File: config.mk
export PLATFORM = sky130hd
export DESIGN_NAME = ndma_engine
export DESIGN_NICKNAME = d
export VERILOG_FILES = /design/src/rtl/ndma_pkg.sv /design/src/rtl/ndma_base_reg.sv /design/src/rtl/ndma_walker.sv /design/src/rtl/ndma_engine.sv
export SDC_FILE = /design/constraint.sdc
export NUM_CORES = 1
export LEC_CHECK = 0
export BUFFER_PORTS_ARGS = -buffer_cell sky130_fd_sc_hd__buf_2
export CORE_MARGIN = 2
export CORE_UTILIZATION = 30
export DETAILED_ROUTE_END_ITERATION = 7
export GPL_ROUTABILITY_DRIVEN = 0
export HOLD_SLACK_MARGIN = 0.06
export PLACE_DENSITY = 0.54
export REMOVE_ABC_BUFFERS = 1
export SKIP_LAST_GASP = 1
export SLEW_MARGIN = 20
export SYNTH_ARGS = -nofsm -noshare
export SYNTH_HDL_FRONTEND = slang
export SYNTH_SLANG_ARGS = --single-unit
File: constraint.sdc
create_clock -name clk -period 1.7 [get_ports clk]
set_input_delay 0 -clock clk [delete_from_list [all_inputs] [get_ports clk]]
set_output_delay 0 -clock clk [all_outputs]
set_load 0.02 [all_outputs]
File: src/rtl/ndma_pkg.sv
package ndma_pkg;
  localparam int SIZE_W    = 12;  // size field width in the size word
  localparam int BEAT_SH   = 3;   // log2 of bytes per 64-bit beat
  localparam int CNT_W     = SIZE_W - BEAT_SH;
  localparam int OWN_BIT   = 31;
  localparam int FIRST_BIT = 3;
  localparam int LAST_BIT  = 2;

  typedef enum logic [2:0] {
    S_IDLE, S_FETCH0, S_FETCH1, S_TX_RD, S_TX_PUSH, S_RX_POP, S_RX_WR, S_WBACK
  } ndma_state_t;

  // descriptor may be consumed: handed over and a single complete segment
  function automatic logic desc_usable(input logic [31:0] st);
    return st[OWN_BIT] & st[FIRST_BIT] & st[LAST_BIT];
  endfunction

  // number of 8-byte beats encoded in the size word
  function automatic logic [CNT_W-1:0] beats_of(input logic [31:0] sz);
    return sz[SIZE_W-1:BEAT_SH];
  endfunction

  // status word handed back to software
  function automatic logic [31:0] status_release(input logic [31:0] st);
    logic [31:0] r;
    r = st;
    r[OWN_BIT] = 1'b0;
    return r;
  endfunction
endpackage

File: src/rtl/ndma_base_reg.sv
module ndma_base_reg #(
  parameter int          CFG_AW   = 9,
  parameter int          AW       = 32,
  parameter int unsigned BASE_OFS = 'h18
) (
  input  logic              clk,
  input  logic              rst_n,
  input  logic              cfg_we,
  input  logic [CFG_AW-1:0] cfg_addr,
  input  logic [31:0]       cfg_wdata,
  output logic [AW-1:0]     base_addr
);
  logic hit;
  assign hit = cfg_we && (cfg_addr == CFG_AW'(BASE_OFS));

  always_ff @(posedge clk) begin
    if (!rst_n)   base_addr <= '0;
    else if (hit) base_addr <= cfg_wdata[AW-1:0];
  end
endmodule

File: src/rtl/ndma_walker.sv
module ndma_walker #(
  parameter int AW    = 32,
  parameter int CNT_W = 9,
  parameter int STEP  = 8
) (
  input  logic             clk,
  input  logic             rst_n,
  input  logic             load,
  input  logic [AW-1:0]    load_addr,
  input  logic [CNT_W-1:0] load_cnt,
  input  logic             step,
  output logic [AW-1:0]    addr,
  output logic             last,
  output logic             empty
);
  logic [CNT_W-1:0] remain;

  always_ff @(posedge clk) begin
    if (!rst_n) begin
      addr   <= '0;
      remain <= '0;
    end else if (load) begin
      addr   <= load_addr;
      remain <= load_cnt;
    end else if (step) begin
      addr   <= addr + AW'(STEP);
      remain <= remain - 1'b1;
    end
  end

  assign last  = (remain == CNT_W'(1));
  assign empty = (remain == '0);


  no_underflow_chk: assert property (@(posedge clk) disable iff (!rst_n)
    step |-> !empty);
endmodule

File: src/rtl/ndma_engine.sv
module ndma_engine
  import ndma_pkg::*;
#(
  parameter int          AW       = 32,
  parameter int          CFG_AW   = 9,
  parameter int unsigned BASE_OFS = 'h18
) (
  input  logic              clk,
  input  logic              rst_n,
  input  logic              cfg_we,
  input  logic [CFG_AW-1:0] cfg_addr,
  input  logic [31:0]       cfg_wdata,
  input  logic              cmd_start,
  input  logic              cmd_dir,
  output logic              busy,
  output logic              mem_req,
  output logic              mem_we,
  output logic [AW-1:0]     mem_addr,
  output logic [63:0]       mem_wdata,
  output logic [7:0]        mem_be,
  input  logic              mem_ack,
  input  logic [63:0]       mem_rdata,
  output logic              tx_valid,
  output logic [63:0]       tx_data,
  input  logic              tx_ready,
  input  logic              rx_valid,
  input  logic [63:0]       rx_data,
  output logic              rx_ready,
  output logic              irq_tx_done,
  output logic              irq_rx_done,
  output logic              irq_desc_unavail
);
  localparam int BYTES = 1 << BEAT_SH;

  ndma_state_t      state_q;
  logic             dir_q;
  logic [AW-1:0]    desc_q;
  logic [31:0]      status_q;
  logic [CNT_W-1:0] beats_q;
  logic [63:0]      data_q;
  logic [AW-1:0]    base_addr, walk_addr;
  logic             walk_last, walk_empty;

  // named internal events
  logic accept, fetch0_ack, fetch1_ack, txrd_ack, tx_take, rx_take, rxwr_ack, wb_ack;
  logic beat_step;
  assign accept     = (state_q == S_IDLE) && cmd_start;
  assign fetch0_ack = (state_q == S_FETCH0) && mem_ack;
  assign fetch1_ack = (state_q == S_FETCH1) && mem_ack;
  assign txrd_ack   = (state_q == S_TX_RD) && mem_ack;
  assign tx_take    = (state_q == S_TX_PUSH) && tx_ready;
  assign rx_take    = (state_q == S_RX_POP) && rx_valid;
  assign rxwr_ack   = (state_q == S_RX_WR) && mem_ack;
  assign wb_ack     = (state_q == S_WBACK) && mem_ack;
  assign beat_step  = tx_take || rxwr_ack;

  ndma_base_reg #(.CFG_AW(CFG_AW), .AW(AW), .BASE_OFS(BASE_OFS)) u_base (
    .clk(clk), .rst_n(rst_n), .cfg_we(cfg_we), .cfg_addr(cfg_addr),
    .cfg_wdata(cfg_wdata), .base_addr(base_addr)
  );

  ndma_walker #(.AW(AW), .CNT_W(CNT_W), .STEP(BYTES)) u_walk (
    .clk(clk), .rst_n(rst_n), .load(fetch1_ack), .load_addr(mem_rdata[AW-1:0]),
    .load_cnt(beats_q), .step(beat_step), .addr(walk_addr),
    .last(walk_last), .empty(walk_empty)
  );

  always_ff @(posedge clk) begin
    if (!rst_n) begin
      state_q          <= S_IDLE;
      dir_q            <= 1'b0;
      desc_q           <= '0;
      status_q         <= '0;
      beats_q          <= '0;
      data_q           <= '0;
      irq_tx_done      <= 1'b0;
      irq_rx_done      <= 1'b0;
      irq_desc_unavail <= 1'b0;
    end else begin
      irq_tx_done      <= 1'b0;
      irq_rx_done      <= 1'b0;
      irq_desc_unavail <= 1'b0;
      unique case (state_q)
        S_IDLE: if (accept) begin
          dir_q   <= cmd_dir;
          desc_q  <= base_addr;
          state_q <= S_FETCH0;
        end
        S_FETCH0: if (fetch0_ack) begin
          status_q <= mem_rdata[31:0];
          beats_q  <= beats_of(mem_rdata[63:32]);
          if (desc_usable(mem_rdata[31:0])) state_q <= S_FETCH1;
          else begin
            irq_desc_unavail <= 1'b1;
            state_q          <= S_IDLE;
          end
        end
        S_FETCH1: if (fetch1_ack) begin
          if (beats_q == '0) state_q <= S_WBACK;
          else               state_q <= dir_q ? S_RX_POP : S_TX_RD;
        end
        S_TX_RD: if (txrd_ack) begin
          data_q  <= mem_rdata;
          state_q <= S_TX_PUSH;
        end
        S_TX_PUSH: if (tx_take) state_q <= walk_last ? S_WBACK : S_TX_RD;
        S_RX_POP: if (rx_take) begin
          data_q  <= rx_data;
          state_q <= S_RX_WR;
        end
        S_RX_WR: if (rxwr_ack) state_q <= walk_last ? S_WBACK : S_RX_POP;
        S_WBACK: if (wb_ack) begin
          irq_tx_done <= !dir_q;
          irq_rx_done <= dir_q;
          state_q     <= S_IDLE;
        end
        default: state_q <= S_IDLE;
      endcase
    end
  end

  always_comb begin
    mem_req   = 1'b0;
    mem_we    = 1'b0;
    mem_addr  = desc_q;
    mem_wdata = '0;
    mem_be    = 8'hFF;
    unique case (state_q)
      S_FETCH0: mem_req = 1'b1;
      S_FETCH1: begin
        mem_req  = 1'b1;
        mem_addr = desc_q + AW'(BYTES);
      end
      S_TX_RD: begin
        mem_req  = 1'b1;
        mem_addr = walk_addr;
      end
      S_RX_WR: begin
        mem_req   = 1'b1;
        mem_we    = 1'b1;
        mem_addr  = walk_addr;
        mem_wdata = data_q;
      end
      S_WBACK: begin
        mem_req   = 1'b1;
        mem_we    = 1'b1;
        mem_wdata = {32'h0, status_release(status_q)};
        mem_be    = 8'h0F;
      end
      default: ;
    endcase
  end

  assign busy     = (state_q != S_IDLE);
  assign tx_valid = (state_q == S_TX_PUSH);
  assign tx_data  = data_q;
  assign rx_ready = (state_q == S_RX_POP);


  idle_quiet_chk: assert property (@(posedge clk) disable iff (!rst_n)
    !busy |-> (!mem_req && !tx_valid && !rx_ready));

  req_hold_chk: assert property (@(posedge clk) disable iff (!rst_n)
    (mem_req && !mem_ack) |=> (mem_req && $stable(mem_addr) && $stable(mem_we)
                               && $stable(mem_be) && $stable(mem_wdata)));

  tx_hold_chk: assert property (@(posedge clk) disable iff (!rst_n)
    (tx_valid && !tx_ready) |=> (tx_valid && $stable(tx_data)));

  irq_onehot_chk: assert property (@(posedge clk) disable iff (!rst_n)
    $onehot0({irq_tx_done, irq_rx_done, irq_desc_unavail}));

  done_after_wb_chk: assert property (@(posedge clk) disable iff (!rst_n)
    (irq_tx_done || irq_rx_done) |-> $past(mem_ack && mem_we && mem_be == 8'h0F));

  unavail_after_read_chk: assert property (@(posedge clk) disable iff (!rst_n)
    irq_desc_unavail |-> ($past(mem_ack && !mem_we) && !busy));

  busy_start_chk: assert property (@(posedge clk) disable iff (!rst_n)
    (busy && cmd_start && !wb_ack && !fetch0_ack) |=> busy);
endmodule

* Yosys cells after proc, flatten, opt, wreduce, memory -nomap -nowiden
Index checks and enable logic that the tools add are counted.
** Operators by class
- $add $sub $neg :: 3
- Equality and inequality tests :: 17
- Muxes and demuxes :: 27
- Bitwise logic cells :: 2
- Reduce and logical (&&, ||, !) cells :: 25
** Operators by type and width (number)
- one-hot mux 64 bit (2 select lines) :: 2
- 2-to-1 mux 64 bit :: 2
- adder 32 x 4 -> 32 bit (second input constant) :: 2
- 2-to-1 mux 32 bit :: 2
- one-hot mux 32 bit (2 select lines) :: 1
- 2-to-1 mux 3 bit :: 11
- one-hot mux 3 bit (8 select lines) :: 1
- 2-to-1 mux 9 bit :: 2
- equality test 3 bit (second input constant) :: 4
- != test 2 bit (second input constant) :: 6
- equality test 9 x 1 -> 1 bit (second input constant) :: 1
- equality test 9 x 5 -> 1 bit (second input constant) :: 1
- logical AND 1 bit :: 9
- zero test 9 bit :: 1
- AND reduction 3 bit :: 3
- subtractor 9 x 1 -> 9 bit (second input constant) :: 1
- 2-to-1 mux 8 bit :: 1
- AND reduction 8 bit :: 1
- equality test 3 x 2 -> 1 bit (second input constant) :: 2
- OR reduction 5 bit :: 1
- 2-to-1 mux 2 bit :: 2
- != test 2 x 1 -> 1 bit (second input constant) :: 2
- AND reduction 2 bit :: 2
- nonzero test 2 bit :: 2
- other kinds (8) :: 12
** Word-level totals
- Register bits :: 216
- Bits of input ports :: 177
- Output and inout bits :: 176
- Word-level logic and storage cells :: 86

* Logic depth before layout (Yosys ltp)
Gate-level depths: netlist of run 1.
- Depth after elaboration :: 5
- Mapped depth :: 8
- Mapped depth without buffers :: 6

* Cells and area by module
A second synthesis of run 1 with hierarchy kept.
** Unflattened totals
- Cells, all modules :: 1487
- Area total of the unflattened synthesis :: 11481.0 um^2
** Modules (own cells, without submodules)
- ndma_engine :: instances 1, cells an instance 1073, area each 7831.3 um^2
- ndma_walker :: instances 1, cells an instance 272, area each 2322.2 um^2
- ndma_base_reg :: instances 1, cells an instance 142, area each 1327.5 um^2

* Worst setup path before layout of run 1
Ideal clock, no wire load.
- Kind :: flip-flop to output port
- Start :: register desc_q[10]
- End :: output port mem_addr[17]
- Data arrival time :: 2.162 ns
- Required time :: 1.700 ns
- Slack :: -0.462 ns
- Stages on the path, launching flop included :: 6
- Buffers on the path :: 1
- Path through :: dfxtp_1 -> buf_2 -> nand4_1 -> nor3_2 -> a211oi_1 -> a2111oi_0
** On the way
- Word-level cells in the longest chain between the ends :: 2
** RTL lines
- from (decl) :: line ndma_engine.sv:37 : logic [AW-1:0] desc_q;
- from (signal assigned) :: line ndma_engine.sv:86 : desc_q <= base_addr;
- adder 32 x 4 -> 32 bit :: line ndma_engine.sv:132 : mem_addr = desc_q + AW'(BYTES);
- one-hot mux 32 bit (2 select lines) :: line ndma_engine.sv:128 : unique case (state_q)
- to (decl) :: line ndma_engine.sv:18 : output logic [AW-1:0] mem_addr,
No other way between the ends.

* Final worst setup path of run 1
- Start :: register desc_q[13]
- End :: output port mem_addr[26]
Same word-level chain as after synthesis.

==> results of run 1 <==
-- per-stage QoR --
step                      instances  setup slack (ps)  hold slack [ps]  utilization, %  area, sq um
final                          2620              -614              206            60.3        22100
after global routing           2620              -715              228            60.3        22100
after CTS                      2553              -559              207            52.8        19300
after detailed placement       2258              -353              237            39.5        14400
after global placement         2258              -339              229            39.5        14400
after floorplan                1264             -4530              109               -        10600
-- worst paths after layout --
path / startpoint / to / slack (ps) / cells past startpoint
max: desc_q[13] / mem_addr[26] / -610 / 9
min: cfg_we / u_base.base_addr[4] / 210 / 5
max reg2reg: state_q[1] / tx_data[32] / -320 / 11
min reg2reg: u_base.base_addr[11] / desc_q[11] / 450 / 2
-- critical path, stage by stage, from the launching register on --
cell and delay (ps):
dfxtp_2 320, nand4_1 210, buf_4 220, nor4_4 230, buf_4 170, buf_6 90, a31oi_1 60, o21ai_1 170
o311ai_2 130, buf_4 180
-- cells by family (layout without fill, tap and decap cells) --
family | Yosys count | count (layout) | synth area share (%)
compound gates | 368 | 368 | 22.0
other cells | 1 | 4 | 0.0337
flops | 216 | 216 | 38.8
simple gates | 543 | 545 | 22.8
mux | 100 | 100 | 9.00
buf+inv | 135 | 897 | 5.39
fa+ha+maj | 5 | 5 | 0.539
xor+xnor | 17 | 17 | 1.34
-- timing repair --
| item | in CTS | in global routing |
|---|---|---|
| gates cloned | 22 | 20 |
| buffers inserted | 66 | 68 |
| hold buffers | 166 | 0 |
| setup endpoints to repair | 153 | 254 |
| gates resized for setup | 343 | 546 |
| pin swaps | 101 | 210 |
| hold endpoints to repair | 180 | 0 |
-- layout make-up --
class / count / area, sq um / area share [%]
inverter: 11 / 60.1 / 0.272
multi-input combinational: 1039 / 8360 / 37.9
sequential: 216 / 4360 / 19.8
timing repair buffer: 841 / 7860 / 35.6
clock buffer: 40 / 785 / 3.56
tap: 468 / 586 / 2.65
clock inverter: 5 / 52.6 / 0.238
-- layout by cell type (no fill, tap or decap), types with 12 or more instances in the layout --
master         count
buf_2            245
dfxtp_1          198
buf_4            176
nand2_1          171
buf_6            169
dlygate4sd3_1    166
nor2_1            95
mux2i_1           81
a21oi_1           71
a211oi_2          66
a21oi_2           42
clkbuf_16         42
a22o_1            40
nand2_4           34
buf_12            33
nor2_4            30
and3_4            30
buf_8             25
nor2_2            21
nand3_1           21
nand4_1           20
nand2_2           20
o21ai_1           19
o21ai_2           16
nand3_2           13
dfxtp_2           13
o21ai_0           12
and3_1            12
mux2i_2           12
xor2_1            12
-- flip-flops by register name, summed over array words and instances, names as in the netlist --
signal	flops
beats_q	9
u_walk.remain	9
irq_desc_unavail	1
desc_q	32
irq_tx_done	1
dir_q	1
status_q	31
irq_rx_done	1
tx_data	64
state_q	3
u_base.base_addr	32
u_walk.addr	32
-- power groups by stage --
stage,logic [mW],clock network (mW),registers [mW]
after detailed placement,3.83,0,5.92
after floorplan,1.81,0,6.10
after CTS,5.55,5.61,5.84
after global routing,7.34,5.82,5.93
final,6.95,5.51,5.89
after global placement,3.80,0,5.91
-- routing by layer --
metal | vias to the layer above | global-route usage [%]
met5 | - | 0
met4 | 0 | 8.72
met3 | 154 | 3.78
li1 | 6536 | -
met2 | 612 | 40.9
met1 | 6766 | 30.4
==> flow_metrics.py, run 1 <==
metrics = {
    "timing": {
        "fmax_ghz": 0.432,
        "maxSlewHeadroom_pct": 39.4,
        "final.setup.worst_slack_ps": -614,
        "final.min_clock_period_ps": 2310,
        "fin_skew_ps": 6.28,
        "fin_tns_setup_ps": -64660,
        "finalSetupViolCount": 249,
        "timing.final.hold_violations": 0,
        "final-max-slew-violation-count": 0,
        "rsz0062_at_grt": "true",
        "fin_crit_sh_pct": 136,
        "worstMarginPinSlew_ps": 909,
    },
    "drt": {
        "highest_layer": "met4",
        "dr.pass1.iters": 5,
        "wl_met3_um": 3410,
        "ant_nets": 0,
        "m1WireLength_um": 22100,
        "drtIter0Drc": 941,
        "wl_met2_um": 26700,
        "post_drt_wl_per_cell_um": 20.8,
        "finalWirelength_um": 54600,
        "drc": 0,
        "vias": 14100,
        "vias_per_cell": 5.37,
    },
    "worst_setup_path": {
        "worstPathRequired_ps": 1700,
        "cp_max_fo": 3,
        "worstSetupPathType": "reg2out",
        "startpoint_type": "register",
        "cp.arrival_ps": 2310,
        "crit_path_end_kind": "output pin",
    },
    "global_routing": {
        "overflow": 0,
        "grt_pass1_vias": 13200,
        "grt_pass1_wl_um": 73800,
        "grt_antenna_before_repair": 0,
        "grt_use_total_pct": 23.9,
        "grt_start_max_net_pins": 119,
    },
    "layout": {
        "final_layout_size_suffix_gt1_share_pct": 51.7,
        "areaGrowthSynthToFinish_pct": 98.1,
        "antennaDiodeCount": 0,
        "n_fill_cell": 2900,
        "fin_nets": 2316,
    },
    "floorplanning": {
        "fp.dieW_um": 197,
        "start_util_pct": 30.4,
        "rows": 70,
        "core-area_sq_mm": 0.0366,
        "die_h_um": 197,
        "pin_count": 353,
        "die_area_sq_mm": 0.0387,
    },
    "pwr": {
        "switching_share_pct": 33.6,
        "p_switching_mw": 6.16,
        "vdd_drop_max_uv": 873,
        "pwr-share-clk_pct": 30.0,
        "p_int_mw": 12.2,
        "comb_power_share_pct": 37.9,
        "p_leak_nw": 9.23,
        "seqPwrFrac_pct": 32.1,
        "p_total_mw": 18.4,
        "power.density_mw_per_mm2": 832,
    },
    "yosys": {
        "synth_commonest_cells": "nand2_1, dfxtp_1, nor2_1",
        "async_flop_share_pct": 0,
        "synthCells": 1385,
        "synth_edf_count": 0,
        "synth_most_common_cell": "nand2_1",
        "synth_top_area_share_pct": 38.8,
        "synth.distinct_cells": 70,
        "synth-seq-area-share_pct": 38.8,
        "ys_ff_latch": 216,
        "yosysTopAreaCell": "dfxtp_1",
        "avgSynthCellArea_sq_um": 8.04,
        "syn_area_sq_mm": 0.0111,
        "synth_area_leaders": "dfxtp_1, mux2i_1, nand2_1",
        "ys.flop_type": "dfxtp_1",
        "yosysWarnings": 0,
    },
    "cts": {
        "htree_levels": 1,
        "clock_sinks": 216,
        "cts_buffer_depth": 3,
        "worstSkewPairLatency_ps": 530,
        "cts_root_buf": "clkbuf_16",
        "numCtsBuffers": 26,
        "cts_tree": "done",
        "clk_pin_slew_ps": 60,
    },
    "placement": {
        "hpwlAfterDp_um": 29700,
        "port_buffers": 348,
    },
    "status": {
        "run_status": "finished, violations left",
        "violations": "setup timing",
    },
    "min_path": {
        "worstHoldPathType": "in2reg",
    },
    "run": {
        "cap_viol_max_count": 0,
    },
}
(Power assumes the default switching activity.)
==> inputs of run 2 (changes only) <==
--- a/config.mk
+++ b/config.mk
@@ -6,6 +6,7 @@
 export NUM_CORES = 1
 export LEC_CHECK = 0
 export BUFFER_PORTS_ARGS = -buffer_cell sky130_fd_sc_hd__buf_2
+export CORE_ASPECT_RATIO = 1.25
 export CORE_MARGIN = 2
 export CORE_UTILIZATION = 30
 export DETAILED_ROUTE_END_ITERATION = 7
==> flow_metrics.py, run 2 (synthesized netlist as in run 1, its figures left out) <==
metrics = {
    "layout": {
        "ff_latch_area_sq_mm": 0.00436,
        "final_core_util_pct": 57.1,
        "multi_input_area_sq_mm": 0.00757,
        "final_layout_size_suffix_gt1_share_pct": 44.9,
        "antennaDiodeCount": 0,
        "n_fill_cell": 3102,
        "final_cell_mix": "buf_2, nand2_1, dfxtp_1",
        "fin_nets": 2277,
        "layout_commonest_cell": "buf_2",
        "areaGrowthSynthToFinish_pct": 86.8,
        "largest_reg_flops": 64,
        "final_cells": 2591,
    },
    "min_path": {
        "worstHoldPathType": "in2reg",
        "min_from": "tx_ready",
    },
    "worst_setup_path": {
        "cp_common_cell": "buf_4",
        "crit_path_end_kind": "output pin",
        "timing.rr.start": "state_q[0]",
        "cp.arrival_ps": 2300,
        "startpoint_type": "register",
        "worstSetupPathType": "reg2out",
        "worstSetupStartpoint": "desc_q[3]",
        "crit_chain": "ha_4 > nand3_4 > nor3_4 > and4_1 > a211oi_1 > a311oi_2 > buf_4 > buf_4",
        "max_stage_delay_ps": 370,
        "crit_path_top_delay_cell": "dfxtp_4",
        "cp_max_fo": 3,
        "worstPathRequired_ps": 1700,
    },
    "placement": {
        "hpwlAfterDp_um": 30900,
        "port_buffers": 348,
        "dp_cells": 2259,
        "post-place-ws_ps": -283,
    },
    "floorplanning": {
        "core-area_sq_mm": 0.0364,
        "die_h_um": 219,
        "rows": 78,
        "start_util_pct": 30.6,
        "die_area_sq_mm": 0.0387,
        "pin_count": 353,
        "fp.dieW_um": 176,
    },
    "pwr": {
        "pwr-share-clk_pct": 32.0,
        "comb_power_share_pct": 34.0,
        "p_int_mw": 11.6,
        "switching_share_pct": 32.8,
        "vdd_drop_max_uv": 671,
        "power.density_mw_per_mm2": 831,
        "p_leak_nw": 8.70,
        "p_switching_mw": 5.68,
        "seqPwrFrac_pct": 34.1,
    },
    "drt": {
        "vias_per_cell": 5.33,
        "finalWirelength_um": 52500,
        "drc": 0,
        "post_drt_wl_per_cell_um": 20.3,
        "drtIter0Drc": 1220,
        "dr.pass1.iters": 5,
        "ant_nets": 0,
        "vias": 13800,
    },
    "timing": {
        "fin_crit_sh_pct": 135,
        "fin_skew_ps": 17.3,
        "final.min_clock_period_ps": 2300,
        "fmax_ghz": 0.434,
        "rsz0062_at_grt": "true",
        "final.setup.worst_slack_ps": -602,
        "final-max-slew-violation-count": 0,
        "maxSlewHeadroom_pct": 57.4,
        "finalSetupViolCount": 196,
        "worstMarginPinSlew_ps": 639,
        "timing.final.hold_violations": 0,
    },
    "cts": {
        "cts_root_buf": "clkbuf_16",
        "numCtsBuffers": 25,
        "cts_buffer_depth": 3,
        "worstSkewPairLatency_ps": 540,
        "clock_sinks": 216,
        "clk_pin_slew_ps": 60,
        "htree_levels": 1,
        "cts_tree": "done",
    },
    "global_routing": {
        "grt_pass1_vias": 13200,
        "grt_antenna_before_repair": 0,
        "grt_start_max_net_pins": 62,
        "grt_pass1_wl_um": 73600,
        "overflow": 0,
        "grt_use_total_pct": 24.2,
    },
    "status": {
        "run_status": "finished, violations left",
        "violations": "setup timing",
    },
    "run": {
        "cap_viol_max_count": 0,
    },
}
==> run 2: cell types whose count changed in the layout (fill, tap and decap cells not counted), moves of 6 or more <==
cell / change
nand2_1: +42
a21oi_1: +34
a21oi_2: -33
buf_6: -32
nand2_4: -25
nor2_1: +22
nor2_4: -17
nand2_2: -16
o21ai_2: -11
mux2i_1: +9
nand3_1: +8
o21ai_0: +8
buf_8: -7
clkbuf_16: -6
==> run 2: cell type report <==
class                           instances  share of cell area [%]
Timing Repair Buffer                  804                    35.5
Clock inverter                          8                   0.590
Clock buffer                           34                    3.36
Tap cell                              480                    2.89
Sequential cell                       216                    21.0
Inverter                               11                   0.331
Multi-Input combinational cell       1038                    36.4
==> run 2: worst paths after layout <==
check                          end  slack, ps  depth (start not counted)
hold reg to reg         desc_q[15]        440                          2
hold / removal          state_q[1]        110                          5
setup reg to reg  u_walk.remain[4]       -330                          9
setup / recovery      mem_addr[21]       -600                          8
==> run 2: critical path: cells and delay by family (launching register included) <==
kind,cells,cell delay (ps)
and+or+nand+nor,3,620
DFF,1,370
AOI/OAI and AO/OA,2,340
buffers and inverters,2,290
adders and majority gates,1,150
==> run 2: power by group through the flow <==
stage	clock (mW)	sequential (mW)	combinational, mW
global placement	0	5.93	3.89
floorplan	0	6.10	1.81
CTS	5.63	5.85	5.29
finish	5.53	5.89	5.87
detailed placement	0	5.94	3.92
global route	5.82	5.93	6.27
==> run 2: timing repair <==
| item | CTS | global route |
|---|---|---|
| hold buffers | 165 | 0 |
| setup endpoints to repair | 209 | 223 |
| endpoints found under the hold margin | 180 | 0 |
| pin swaps | 71 | 126 |
| gates cloned | 18 | 16 |
| resized for setup | 364 | 273 |
| buffers inserted | 58 | 48 |
==> run 2: stage by stage <==
stage | hold slack [ps] | TNS, ps | total power, mW | cell area, sq um
after floorplan | 109 | -608990 | 7.91 | 10600
after global placement | 230 | -3260 | 9.82 | 14400
after detailed placement | 235 | -6510 | 9.86 | 14400
after CTS | 79.2 | -48990 | 16.8 | 19100
after global routing | 118 | -56880 | 18.0 | 20800
final | 111 | -44860 | 17.3 | 20800
==> run 2: routing by layer <==
layer  up-vias  share of wire [%]  track usage, %
li1       6435                  -               -
met2       642                 51            44.9
met4         0                3.7            8.98
met1      6591                 39            28.3
met3       148                6.2            2.96
met5         -                  0               0
==> inputs of run 3 (changes only) <==
--- a/config.mk
+++ b/config.mk
@@ -8,11 +8,11 @@
 export BUFFER_PORTS_ARGS = -buffer_cell sky130_fd_sc_hd__buf_2
 export CORE_ASPECT_RATIO = 1.25
 export CORE_MARGIN = 2
-export CORE_UTILIZATION = 30
+export CORE_UTILIZATION = 47
 export DETAILED_ROUTE_END_ITERATION = 7
 export GPL_ROUTABILITY_DRIVEN = 0
 export HOLD_SLACK_MARGIN = 0.06
-export PLACE_DENSITY = 0.54
+export PLACE_DENSITY = 0.77
 export REMOVE_ABC_BUFFERS = 1
 export SKIP_LAST_GASP = 1
 export SLEW_MARGIN = 20
==> constraint.sdc (replaced) <==
create_clock -name clk -period 1.7 [get_ports clk]
set_input_delay 0.17 -clock clk [delete_from_list [all_inputs] [get_ports clk]]
set_output_delay 0.17 -clock clk [all_outputs]
set_load 0.02 [all_outputs]
==> flow_metrics.py, run 3 <==
metrics = {
    "floorplanning": {
        "die_h_um": 176,
        "fp.dieW_um": 142,
        "rows": 63,
        "start_util_pct": 47.4,
        "pin_count": 353,
    },
    "global_routing": {
        "overflow": 22,
        "grt_start_max_net_pins": 84,
        "grt_use_total_pct": 78.4,
    },
    "yosys": {
        "synth_commonest_cells": "nand2_1, dfxtp_1, nor2_1",
        "synth_top_area_share_pct": 38.8,
        "ys_ff_latch": 216,
        "synthMuxAreaShare_pct": 9.00,
        "synth.distinct_cells": 70,
        "synth_most_common_cell": "nand2_1",
        "synthXorXnorAreaFrac_pct": 1.34,
        "yosys.area_share.adder_pct": 0.539,
        "synth_edf_count": 0,
        "ys.flop_type": "dfxtp_1",
        "avgSynthCellArea_sq_um": 8.04,
        "yosysTopAreaCell": "dfxtp_1",
        "synth_compound_area_share_pct": 22.0,
        "synth_area_leaders": "dfxtp_1, mux2i_1, nand2_1",
        "yosysWarnings": 0,
        "syn_area_sq_mm": 0.0111,
        "synth-seq-area-share_pct": 38.8,
        "synth_top_family_by_area": "simple AND/OR/NAND/NOR gates",
        "async_flop_share_pct": 0,
        "synth-simple-area-share_pct": 22.8,
        "synthCells": 1385,
    },
    "status": {
        "stop_error": "[ERROR GRT-0232] Routing congestion too high. Check the congestion heatmap in the GUI.",
        "run_status": "aborted with a tool error",
        "failed_stage": "5_1_grt",
    },
    "timing": {
        "crit_endpoint": "mem_addr[17]",
        "worst-ep-kind": "output port",
    },
    "cts": {
        "clock_sinks": 216,
        "cts_buffer_depth": 3,
        "htree_levels": 1,
        "cts_root_buf": "clkbuf_16",
        "numCtsBuffers": 23,
    },
    "placement": {
        "hpwlAfterDp_um": 27700,
        "dp_cells": 2063,
        "placed_cell_area_sq_mm": 0.0141,
        "port_buffers": 348,
    },
}
-- run 3: kinds of logic after synthesis --
kind of cell	after synthesis
AOI/OAI and AO/OA	368
muxes	100
adders and majority gates	5
other	1
xor gates and xnor gates	17
DFF	216
buffers and inverters	135
and+or+nand+nor	543
-- run 3: metrics by stage --
stage               setup TNS, ps  hold WS, ps  setup WS, ps
CTS                        -56620         61.3          -712
floorplan                 -650510          279         -4530
detailed placement         -14670          406          -351
global placement            -8820          400          -399
-- run 3: metal layers --
metal | overflow | global-route usage [%]
met5 | 4 | 45.1
met4 | 7 | 73.9
met2 | 5 | 91.6
met3 | 6 | 71.5
met1 | 0 | 76.2
-- run 3: timing repair --
| item | 4_1_cts |
|---|---|
| pin swaps | 93 |
| resized for setup | 395 |
| hold buffers | 154 |
| setup endpoints to repair | 200 |
| hold endpoints to repair | 154 |
| gates cloned | 31 |
| buffers inserted | 67 |
==> inputs of run 4 (changes only) <==
--- a/config.mk
+++ b/config.mk
@@ -6,13 +6,11 @@
 export NUM_CORES = 1
 export LEC_CHECK = 0
 export BUFFER_PORTS_ARGS = -buffer_cell sky130_fd_sc_hd__buf_2
-export CORE_ASPECT_RATIO = 1.25
 export CORE_MARGIN = 2
-export CORE_UTILIZATION = 47
+export CORE_UTILIZATION = 40
 export DETAILED_ROUTE_END_ITERATION = 7
 export GPL_ROUTABILITY_DRIVEN = 0
-export HOLD_SLACK_MARGIN = 0.06
-export PLACE_DENSITY = 0.77
+export PLACE_DENSITY_LB_ADDON = 0.15
 export REMOVE_ABC_BUFFERS = 1
 export SKIP_LAST_GASP = 1
 export SLEW_MARGIN = 20
==> constraint.sdc (replaced) <==
create_clock -name clk -period 2.2 [get_ports clk]
set_input_delay 0.22 -clock clk [delete_from_list [all_inputs] [get_ports clk]]
set_output_delay 0.22 -clock clk [all_outputs]
set_load 0.02 [all_outputs]
==> flow_metrics.py, run 4 (synthesized netlist as in run 1, its figures left out) <==
metrics = {
    "pwr": {
        "p_total_mw": 12.3,
        "vdd_drop_max_uv": 591,
        "power.density_mw_per_mm2": 733,
        "p_leak_nw": 7.12,
    },
    "global_routing": {
        "grt_pass1_wl_um": 59700,
        "overflow": 0,
        "grt_start_max_net_pins": 127,
        "grt_pass1_vias": 11100,
        "grt_antenna_before_repair": 2,
        "grt_use_total_pct": 25.4,
    },
    "timing": {
        "final.min_clock_period_ps": 2490,
        "worstMarginPinSlew_ps": 875,
        "timing.final.hold_violations": 0,
        "fin_tns_setup_ps": -4250,
        "finalSetupViolCount": 24,
        "rsz0062_at_grt": "true",
        "fin_skew_ps": 15.4,
        "maxSlewHeadroom_pct": 41.7,
        "final-max-slew-violation-count": 0,
        "fin_crit_sh_pct": 113,
        "fmax_ghz": 0.402,
        "final.setup.worst_slack_ps": -289,
    },
    "drt": {
        "vias": 12300,
        "post_drt_wl_per_cell_um": 18.4,
        "drtIter0Drc": 1063,
        "drc": 0,
        "vias_per_cell": 5.45,
        "ant_nets": 0,
        "dr.pass1.iters": 5,
        "finalWirelength_um": 41400,
    },
    "status": {
        "violations": "setup timing",
        "run_status": "finished, violations left",
    },
    "cts": {
        "clk_pin_slew_ps": 60,
        "htree_levels": 1,
        "cts_buffer_depth": 3,
        "cts_root_buf": "clkbuf_16",
        "clock_sinks": 216,
        "numCtsBuffers": 25,
        "worstSkewPairLatency_ps": 520,
        "cts_tree": "done",
    },
    "placement": {
        "placed_cell_area_sq_mm": 0.0135,
        "dp_cells": 2071,
        "port_buffers": 348,
        "hpwlAfterDp_um": 26700,
    },
    "layout": {
        "largest_reg_flops": 64,
        "final_layout_size_suffix_gt1_share_pct": 34.1,
        "fin_nets": 2037,
        "layout_commonest_cell": "buf_2",
        "final_cells": 2255,
        "final_cell_mix": "buf_2, nand2_1, dfxtp_1",
        "n_fill_cell": 2464,
        "areaGrowthSynthToFinish_pct": 50.8,
        "finalInstanceArea_sq_mm": 0.0168,
        "final_core_util_pct": 60.8,
    },
    "run": {
        "cap_viol_max_count": 0,
    },
    "worst_setup_path": {
        "reg2reg_slack_ps": 130,
        "worstPathRequired_ps": 1980,
        "r2r_end": "tx_data[53]",
        "cp.arrival_ps": 2270,
        "crit_path_end_kind": "output pin",
        "worstSetupPathType": "reg2out",
        "ff2ff_path_depth": 9,
        "cp_max_fo": 3,
        "startpoint_type": "register",
        "timing.rr.start": "state_q[0]",
    },
    "floorplanning": {
        "rows": 61,
        "die_h_um": 171,
        "fp.dieW_um": 171,
        "start_util_pct": 40.3,
        "pin_count": 353,
        "core-area_sq_mm": 0.0276,
        "die_area_sq_mm": 0.0292,
    },
    "min_path": {
        "min_from": "mem_rdata[29]",
        "worstHoldPathType": "in2reg",
        "holdPathEnd": "status_q[29]",
        "hold_depth": 3,
    },
}
==> run 4: metrics by stage <==
step,hold slack (ps),setup slack (ps)
floorplan,329,-4030
global placement,442,25.9
detailed placement,445,78.6
CTS,4.37,-280
global route,7.98,-373
finish,22.4,-289
==> run 4: area by class of cell <==
type                       count  area, sq um  area share [%]
antenna                        3         7.51          0.0447
clock buffer                  35          723            4.31
clock inverter                10          185            1.10
inverter                      11         51.3           0.305
multi-input combinational   1038         6750            40.2
sequential                   216         4360            26.0
tap                          378          473            2.82
timing repair buffer         564         4240            25.3
==> run 4: power breakdown <==
part / total (mW) / switching (mW) / internal (mW) / leakage (nW)
combinational: 3.15 / 1.84 / 1.31 / 4.92
sequential: 4.59 / 0.368 / 4.22 / 1.75
clock: 4.57 / 1.69 / 2.87 / 0.443
==> run 4: how the worst max path moves through the flow <==
stage / to / startpoint / cells past startpoint / slack [ps]
2_1_floorplan: tx_data[0] / state_q[0] / 4 / -4030
4_1_cts: mem_addr[24] / desc_q[10] / 7 / -280
5_1_grt: mem_addr[26] / desc_q[13] / 8 / -370
3_3_place_gp: mem_addr[17] / desc_q[4] / 9 / 30
6_report: mem_addr[26] / desc_q[13] / 8 / -290
3_5_place_dp: mem_addr[17] / desc_q[4] / 8 / 80
==> run 4: critical path, cell delays in order, from the launching register on <==
cell and delay [ps]:
dfxtp_2 330, nand4_1 170, buf_4 190, nor4_4 350, buf_4 190, a31oi_4 70, o21ai_2 180, o311ai_4 120
buf_6 150
==> run 4: what timing repair did <==
item	CTS	global route
setup buffers	17	36
hold endpoints to repair	76	0
resized for setup	124	142
pin swaps	28	43
cloned	3	10
endpoints found under the setup margin	88	91
hold buffers	71	0
==> run 4: per-layer routing <==
layer,track usage [%],vias to the layer above,routed length (um)
met5,0,-,0
met4,8.84,0,985
met3,3.03,67,2500
met2,42.4,479,19100
met1,34.1,5793,18800
li1,-,5958,-
